[config.mk]
export PLATFORM = sky130hd
export DESIGN_NAME = pwm_gate_gen
export DESIGN_NICKNAME = d
export VERILOG_FILES = /design/src/rtl/pwm_gate_pkg.sv /design/src/rtl/pwm_carrier.sv /design/src/rtl/pwm_phase_cmp.sv /design/src/rtl/pwm_dead_band.sv /design/src/rtl/pwm_gate_gen.sv
export SDC_FILE = /design/constraint.sdc
export NUM_CORES = 1
export LEC_CHECK = 0
export BUFFER_PORTS_ARGS = -buffer_cell sky130_fd_sc_hd__buf_4
export CAP_MARGIN = 20
export CORE_ASPECT_RATIO = 1.75
export CORE_MARGIN = 2
export CORE_UTILIZATION = 55
export CTS_CLUSTER_SIZE = 8
export DETAILED_ROUTE_END_ITERATION = 6
export HOLD_SLACK_MARGIN = 0.1
export PLACE_DENSITY = 0.85
export SYNTH_ARGS = -nofsm -noshare
export SYNTH_HDL_FRONTEND = slang
export SYNTH_SLANG_ARGS = --single-unit
[constraint.sdc]
create_clock -name clk -period 3.7 [get_ports clk]
set_input_delay 0.555 -clock clk [delete_from_list [all_inputs] [get_ports clk]]
set_output_delay 0.555 -clock clk [all_outputs]
set_load 0.05 [all_outputs]
[src/rtl/pwm_gate_pkg.sv]
package pwm_gate_pkg;
  localparam int NUM_PHASES = 3;
  typedef enum logic {DIR_UP = 1'b0, DIR_DOWN = 1'b1} car_dir_e;
endpackage

[src/rtl/pwm_carrier.sv]
module pwm_carrier
  import pwm_gate_pkg::*;
#(
  parameter int PEAK = 2000,
  parameter int CW   = $clog2(PEAK + 1)
) (
  input  logic          clk,
  input  logic          rst,
  output logic [CW-1:0] cnt_o,
  output logic          load_o,
  output logic          stb_o
);
  car_dir_e      dir_q, dir_n;
  logic [CW-1:0] nxt;

  // Next carrier value; a turning point is announced one edge ahead as load_o.
  always_comb begin
    nxt   = (dir_q == DIR_UP) ? cnt_o + CW'(1) : cnt_o - CW'(1);
    dir_n = dir_q;
    if (nxt == CW'(PEAK))  dir_n = DIR_DOWN;
    else if (nxt == '0)    dir_n = DIR_UP;
    load_o = (nxt == CW'(PEAK)) || (nxt == '0);
  end

  always_ff @(posedge clk) begin
    if (rst) begin
      cnt_o <= '0;
      dir_q <= DIR_UP;
      stb_o <= 1'b0;
    end else begin
      cnt_o <= nxt;
      dir_q <= dir_n;
      stb_o <= load_o;
    end
  end

  // carrier stays within range and moves by one each clock
  p_carrier_range_r1: assert property (@(posedge clk) disable iff (rst)
    cnt_o <= CW'(PEAK));
  p_carrier_step_r1: assert property (@(posedge clk) disable iff (rst)
    !$past(rst) |-> ((cnt_o == $past(cnt_o) + CW'(1)) || (cnt_o == $past(cnt_o) - CW'(1))));
  // strobe is a single clock and only at a turning point
  p_strobe_turn_r2: assert property (@(posedge clk) disable iff (rst)
    stb_o |-> (cnt_o == '0 || cnt_o == CW'(PEAK)));
  p_strobe_single_r2: assert property (@(posedge clk) disable iff (rst)
    stb_o |=> !stb_o);
endmodule

[src/rtl/pwm_phase_cmp.sv]
module pwm_phase_cmp #(
  parameter int PEAK = 2000,
  parameter int CW   = 11,
  parameter int FW   = 12
) (
  input  logic          clk,
  input  logic          rst,
  input  logic          load_i,
  input  logic [CW-1:0] cnt_i,
  input  logic [FW-1:0] ft_i,
  output logic          raw_o
);
  logic [FW-1:0] act_q;

  // Shadow copy refreshed only at carrier turning points.
  always_ff @(posedge clk) begin
    if (rst)         act_q <= FW'(PEAK);
    else if (load_i) act_q <= ft_i;
  end

  // Values at or beyond the peak clamp the demand low for the half period.
  assign raw_o = (act_q < FW'(PEAK)) && (FW'(cnt_i) >= act_q);
endmodule

[src/rtl/pwm_dead_band.sv]
module pwm_dead_band #(
  parameter int DEAD = 100
) (
  input  logic clk,
  input  logic rst,
  input  logic raw_i,
  output logic hi_o,
  output logic lo_o
);
  localparam int DW = (DEAD < 1) ? 1 : $clog2(DEAD + 1);

  generate
    if (DEAD == 0) begin : g_nodead
      always_ff @(posedge clk) begin
        if (rst) begin
          hi_o <= 1'b0;
          lo_o <= 1'b0;
        end else begin
          hi_o <= raw_i;
          lo_o <= !raw_i;
        end
      end
    end else begin : g_dead
      logic          lvl_q;
      logic [DW-1:0] wait_q;
      logic [DW-1:0] idle_q;

      always_ff @(posedge clk) begin
        if (rst) begin
          lvl_q  <= 1'b0;
          wait_q <= DW'(DEAD - 1);
          hi_o   <= 1'b0;
          lo_o   <= 1'b0;
        end else if (raw_i != lvl_q) begin
          lvl_q  <= raw_i;
          wait_q <= DW'(DEAD - 1);
          hi_o   <= 1'b0;
          lo_o   <= 1'b0;
        end else if (wait_q != '0) begin
          wait_q <= wait_q - DW'(1);
          hi_o   <= 1'b0;
          lo_o   <= 1'b0;
        end else begin
          hi_o <= lvl_q;
          lo_o <= !lvl_q;
        end
      end

      // Checker: consecutive cycles with both gates off, saturating.
      always_ff @(posedge clk) begin
        if (rst)                  idle_q <= '0;
        else if (hi_o || lo_o)    idle_q <= '0;
        else if (idle_q < DW'(DEAD)) idle_q <= idle_q + DW'(1);
      end

      // a gate only turns on after the full dead interval
      p_dead_gap_r6: assert property (@(posedge clk) disable iff (rst)
        ($rose(hi_o) || $rose(lo_o)) |-> (idle_q >= DW'(DEAD)));
    end
  endgenerate

  // complementary gates never overlap
  p_no_overlap_r7: assert property (@(posedge clk) disable iff (rst)
    !(hi_o && lo_o));
endmodule

[src/rtl/pwm_gate_gen.sv]
module pwm_gate_gen
  import pwm_gate_pkg::*;
#(
  parameter int CARRIER_PEAK = 2000,
  parameter int DEAD_CLKS    = 100,
  parameter int FT_W         = 12
) (
  input  logic                  clk,
  input  logic                  rst,
  input  logic [FT_W-1:0]       ft_u,
  input  logic [FT_W-1:0]       ft_v,
  input  logic [FT_W-1:0]       ft_w,
  output logic [NUM_PHASES-1:0] gate_hi,
  output logic [NUM_PHASES-1:0] gate_lo,
  output logic                  sample_stb
);
  localparam int CNT_W = $clog2(CARRIER_PEAK + 1);

  logic [CNT_W-1:0] carrier;
  logic             load;
  logic [FT_W-1:0]  ft_arr [NUM_PHASES];
  logic [NUM_PHASES-1:0] demand;

  assign ft_arr[0] = ft_u;
  assign ft_arr[1] = ft_v;
  assign ft_arr[2] = ft_w;

  pwm_carrier #(.PEAK(CARRIER_PEAK), .CW(CNT_W)) i_carrier (
    .clk    (clk),
    .rst    (rst),
    .cnt_o  (carrier),
    .load_o (load),
    .stb_o  (sample_stb)
  );

  generate
    for (genvar g = 0; g < NUM_PHASES; g++) begin : g_phase
      pwm_phase_cmp #(.PEAK(CARRIER_PEAK), .CW(CNT_W), .FW(FT_W)) i_cmp (
        .clk    (clk),
        .rst    (rst),
        .load_i (load),
        .cnt_i  (carrier),
        .ft_i   (ft_arr[g]),
        .raw_o  (demand[g])
      );
      pwm_dead_band #(.DEAD(DEAD_CLKS)) i_dead (
        .clk   (clk),
        .rst   (rst),
        .raw_i (demand[g]),
        .hi_o  (gate_hi[g]),
        .lo_o  (gate_lo[g])
      );
    end
  endgenerate
endmodule

==> flow_summary.toml, run 1 <==
[outcome]
outcome = "finished with violations"
violations = "DRC"

[layout]
final_common_cell = "nor2_1"
syn_to_final_growth_pct = 11.07
seqCellArea_um2 = 1582
post_route_cells_drive_above_1_share_pct = 12.10
fillers = 837
final_core_util_pct = 62.03
layout.nets = 792
multiInputGateArea_um2 = 3654
final_cell_mix = "87 x nor2_1, 79 x dfxtp_1, 52 x buf_4, 50 x nand2_1, 46 x ha_1"
diodes = 0

[global_routing]
grt_use_met2_pct = 45.22
grtUsageMet3_pct = 3.851
grt_start_max_net_pins = 83
grt_usage_pct = 26.57
grt_pass1_vias = 5219
grt_pass1_wl_mm = 23.87
grtUsageMet1_pct = 30.12
overflow = 0
antenna_found_initial = 0
grt.busiest_layer = "met2"

[critical_path]
critPathMaxStageDelay_ns = 0.59
cp_num_buf_inv = 1
crit_type = "register to register"
cp_top_family = "compound AO/OA/AOI/OAI gates"
cp_max_fo = 21
worstSetupStartpoint = "i_carrier.dir_q"
slowest_stage = "dfxtp_1"
r2r_cells = 10
worstPathArrival_ns = 3.61
crit_chain = "ha_1 > a21oi_1 > o21bai_1 > nor3_1 > o211ai_1 > nor4b_2 > nand2_2 > buf_12 > o31ai_1 > a222oi_1"
endpoint_kind = "register"
startpoint_type = "register"
cp.required_ns = 3.89
r2r-start = "i_carrier.dir_q"
path_depth = 10

[routing]
dr.pass1.iters = 7
wl_per_cell_um = 17.39
routed_wl_mm = 14.58
viasPerCell = 6.282
vias = 5264
drtIter0Drc = 577
remaining_drc_errors = 7
ant_nets = 0

[cts]
clk_pin_slew_ns = 0.06
post-cts-setup-buffer-count = 0
clkSinkCount = 79
cts_tree = "built"
clock_path_buffers = 2
htree_num_levels = 3
clockRootBuffer = "clkbuf_16"
cts_buffers = 9
clock_latency_ns = 0.34

[timing]
worst_pin_slew_ns = 0.8591
timing_hold_violations_final = 0
max_freq_ghz = 0.2924
rsz0062_at_grt = "false"
final-setup-viol-count = 0
fin_crit_ns = 3.420
relSlewSlack_pct = 42.66
fin_tns_setup_ns = 0
skew_ns = 0.008485
holdWs_ns = 0.4671
drv_slew = 0
fin_crit_sh_pct = 92.44

[yosys]
syn_inst = 692
synth-edff-count = 0
ys.flop_type = "dfxtp_1"
synth_fp_nets = 777
synth_area_um2 = 5649
yosysTopAreaCellShare_pct = 28.00
async_reset_ff_share_pct = 0
synth.largest_area_cell = "dfxtp_1"
ys_types = 54
syn_area_per_cell_um2 = 8.164
seq_area_frac_synth_pct = 28.00
synth_area_leaders = "dfxtp_1 28%, ha_1 10%, mux2i_1 7.3%"
ys_ff_latch = 79
yosys_warnings = 0

[hold_path]
min_path_type = "register to register"
hold_path.startpoint = "g_phase[1].i_dead.g_dead.lvl_q"
whs_path_depth = 1

[die]
die_area_um2 = 11130
core.rowCount = 49
start_util_pct = 55.84
core-area_um2 = 10120
num_io_pins = 45
die_x_um = 80.61
die_y_um = 138.1

[power]
power.density_nw_per_um2 = 356.0
peakVddDrop_uv = 235.1
leakage_nw = 2.754

[placement]
port_buffers = 44
place.gp.congestion = 0.8945
dp_hpwl_mm = 10.11

[job]
drv_cap = 0
## synthesized netlist by cell type, types with 2 or more instances
master	count
nor4_1	8
buf_12	3
ha_1	46
o21ai_0	28
xnor2_1	19
o31ai_1	37
mux2i_1	41
a222oi_1	18
nor2_1	87
and3_1	2
nor2b_1	25
a21o_1	15
a21oi_1	21
a211oi_1	4
a211o_1	7
or2_2	6
and2_1	2
buf_4	6
dfxtp_1	79
nand2b_1	5
nand3b_1	2
nand2_1	50
buf_2	10
nand4_1	8
nor4b_1	2
nor3_1	24
a221o_1	17
or3_1	9
xor2_1	9
clkbuf_1	29
inv_1	44
nand3_1	7
## metal layers
metal  vias to the layer above  wire length [um]
li1                       2517                 -
met1                      2480              5528
met2                       206              7468
met3                        61               750
met4                         0               828
met5                         -                 0
## kinds of logic after synthesis
kind of cell	after synthesis	share of synthesized area, %
mux	42	7.464
fa+ha+maj	47	10.54
buf+inv	94	7.863
flops	79	28.00
xor+xnor	29	4.629
simple gates	242	20.73
compound gates	159	20.78
## layout make-up
| type | instances | share of cell area, % |
|---|---|---|
| Inverter | 44 | 2.632 |
| Clock inverter | 6 | 1.097 |
| Sequential cell | 79 | 25.20 |
| Tap cell | 127 | 2.532 |
| Clock buffer | 9 | 3.589 |
| Multi-Input combinational cell | 519 | 58.23 |
| Timing Repair Buffer | 54 | 6.720 |
## where the power goes
| part | switching (mW) | internal, mW |
|---|---|---|
| registers | 0.0575 | 0.915 |
| clock network | 0.378 | 0.524 |
| logic | 0.190 | 0.171 |
| total | 0.625 | 1.61 |
## per-stage QoR
step	std cells	setup slack (ns)	total power [mW]	instance area, um2
floorplan	692	0.8268	1.234	5649
global placement	823	0.5263	1.313	5977
detailed placement	823	0.3782	1.342	5977
CTS	838	0.3021	2.227	6271
global route	838	0.004686	2.319	6275
finish	838	0.2797	2.234	6275
## sequential cells by signal (all words and copies together) (netlist names)
name and cells:
i_carrier.stb_o 1, i_carrier.cnt_o 11, g_phase.i_dead.hi_o 3, i_carrier.dir_q 1, g_phase.i_cmp.act_q 36, g_phase.i_dead.g_dead.lvl_q 3, g_phase.i_dead.lo_o 3, g_phase.i_dead.g_dead.wait_q 21
## path summary, 6_finish.rpt
path                          endpoint  slack, ns
max reg2reg  g_phase[1].i_cmp.act_q[5]       0.28
max          g_phase[1].i_cmp.act_q[5]       0.28
min             g_phase[1].i_dead.lo_o       0.47
min reg2reg     g_phase[1].i_dead.lo_o       0.47
## repair_timing
action	in CTS	in global routing
hold buffers	0	0
endpoints found under the setup margin	0	2
gates resized for setup	0	1
(Power assumes the default switching activity.)
==> run 2: changes to the inputs <==
- REMOVE_ABC_BUFFERS: not set -> 1
==> run 2 against run 1 <==
Non-clock buffer count fell by 1. Critical path depth rose by 1. Hold slack got worse by 0.0051 ns. Via count barely moved. First-iteration DRC count rose by 13%. The flow now finishes without violations.
==> flow_summary.toml, run 2 (synthesis results as in run 1) <==
[job]
drv_cap = 0

[cts]
clock_latency_ns = 0.35
clockRootBuffer = "clkbuf_16"
clkSinkCount = 79
cts_tree = "built"
clk_pin_slew_ns = 0.06
htree_num_levels = 3
postCtsResizedCells = 0
cts-hold-fix-buffers = 0
clock_path_buffers = 2
cts_buffers = 9
post-cts-setup-buffer-count = 0

[timing]
drv_slew = 0
timing_hold_violations_final = 0
relSlewSlack_pct = 40.05
skew_ns = 0.006388
max_freq_ghz = 0.2929
rsz0062_at_grt = "false"
fin_crit_sh_pct = 92.29
final-setup-viol-count = 0
worst_pin_slew_ns = 0.8983
fin_crit_ns = 3.415

[critical_path]
crit_type = "register to register"
cp.required_ns = 3.94
crit_chain = "inv_1 > fa_1 > nor2b_1 > o2111ai_1 > a31oi_1 > o22ai_1 > xnor2_2 > nor4_4 > buf_6 > mux2i_1 > a221o_1"
startpoint_type = "register"
cp_top_family = "compound AO/OA/AOI/OAI gates"
cp_max_fo = 37
critPathMaxStageDelay_ns = 0.57
cp_num_buf_inv = 2
worstPathArrival_ns = 3.65
slowest_stage = "dfxtp_1"
endpoint_kind = "register"

[layout]
final_cell_mix = "87 x nor2_1, 79 x dfxtp_1, 50 x nand2_1, 50 x buf_4, 46 x ha_1"
reg_top3 = "g_phase.i_cmp.act_q x36, g_phase.i_dead.g_dead.wait_q x21, i_carrier.cnt_o x11"
fin_area_um2 = 6276
fillers = 878
final_common_cell = "nor2_1"
diodes = 0
syn_to_final_growth_pct = 11.10
largest_register_ffs = 36
top_register = "g_phase.i_cmp.act_q"
post_route_cells_drive_above_1_share_pct = 12.10
layout.nets = 791

[routing]
wl_met2_mm = 7.338
met3WireLength_um = 710
highest_layer = "met4"
vias = 5266
met1_length_mm = 5.392
routed_wl_mm = 13.97
remaining_drc_errors = 0
dr.pass1.iters = 7
wl_per_cell_um = 16.67
viasPerCell = 6.284
drtIter0Drc = 650
ant_nets = 0

[power]
power.density_nw_per_um2 = 347.2
power_mw = 2.179
peakVddDrop_uv = 241.7
leakage_nw = 2.750

[global_routing]
grt_start_max_net_pins = 66
grt_pass1_vias = 5189
antenna_found_initial = 0
grt_usage_pct = 26.24
overflow = 0
grt_pass1_wl_mm = 23.47

[die]
die_y_um = 138.1
die_x_um = 80.61
core-area_um2 = 10120
start_util_pct = 55.84
die_area_um2 = 11130
core.rowCount = 49
num_io_pins = 45

[placement]
port_buffers = 44
dp_hpwl_mm = 9.678
placed_area_um2 = 5982
place.gp.congestion = 0.8681

[hold_path]
min_path_type = "primary input to register"

[outcome]
outcome = "finished clean"
-- run 2: changes by cell type in the layout (fill, tap and decap cells not counted), sizes merged --
| cell | before | now |
|---|---|---|
| buf | 54 | 53 |
| bufinv | 1 | 0 |
| clkinv | 2 | 6 |
| clkinvlp | 1 | 0 |
| inv | 46 | 45 |
-- run 2: area by class of cell --
type	count	area (um2)	area share, %
Multi-Input combinational cell	519	3661	58.33
Sequential cell	79	1582	25.20
Timing Repair Buffer	53	426.7	6.798
Clock buffer	9	225.2	3.589
Inverter	44	165.2	2.632
Tap cell	127	158.9	2.532
Clock inverter	7	57.56	0.9171
-- run 2: path summary, 6_finish.rpt --
path	startpoint	endpoint	slack [ns]	cells after the start
setup / recovery	i_carrier.dir_q	g_phase[2].i_cmp.act_q[9]	0.29	11
hold / removal	ft_w[10]	g_phase[2].i_cmp.act_q[10]	0.46	3
setup reg to reg	i_carrier.dir_q	g_phase[2].i_cmp.act_q[9]	0.29	11
hold reg to reg	i_carrier.cnt_o[0]	i_carrier.cnt_o[0]	0.47	1
-- run 2: layer usage --
layer  track usage (%)  up-vias
li1                  -     2513
met3             4.634       47
met4             14.18        0
met2             45.04      205
met1             30.09     2501
met5                 0        -
-- run 2: where the power goes --
part           switching (mW)  leakage (nW)  internal [mW]
clock                   0.386         0.140          0.461
combinational           0.191          1.97          0.170
sequential             0.0566         0.645          0.915
total                   0.633          2.75           1.55
-- run 2: per-stage QoR --
stage          setup slack (ns)  setup TNS (ns)  util, %  cells  hold slack, ns
2_1_floorplan            -1.644          -58.07        -    642          0.4279
3_3_place_gp             0.3073               0    59.13    822          0.4509
3_5_place_dp             0.1756               0    59.13    822          0.4606
4_1_cts                  0.1418               0    61.93    838          0.4614
5_1_grt                 0.04243               0    62.04    838          0.4858
6_report                 0.2855               0    62.04    838          0.4621
-- run 2: worst register-to-register path, stage by stage (launching register included) --
cell       delay [ns]
dfxtp_1          0.57
inv_1            0.13
fa_1             0.43
nor2b_1          0.18
o2111ai_1        0.15
a31oi_1          0.20
o22ai_1          0.12
xnor2_2          0.20
nor4_4           0.37
buf_6            0.46
mux2i_1          0.16
a221o_1          0.33
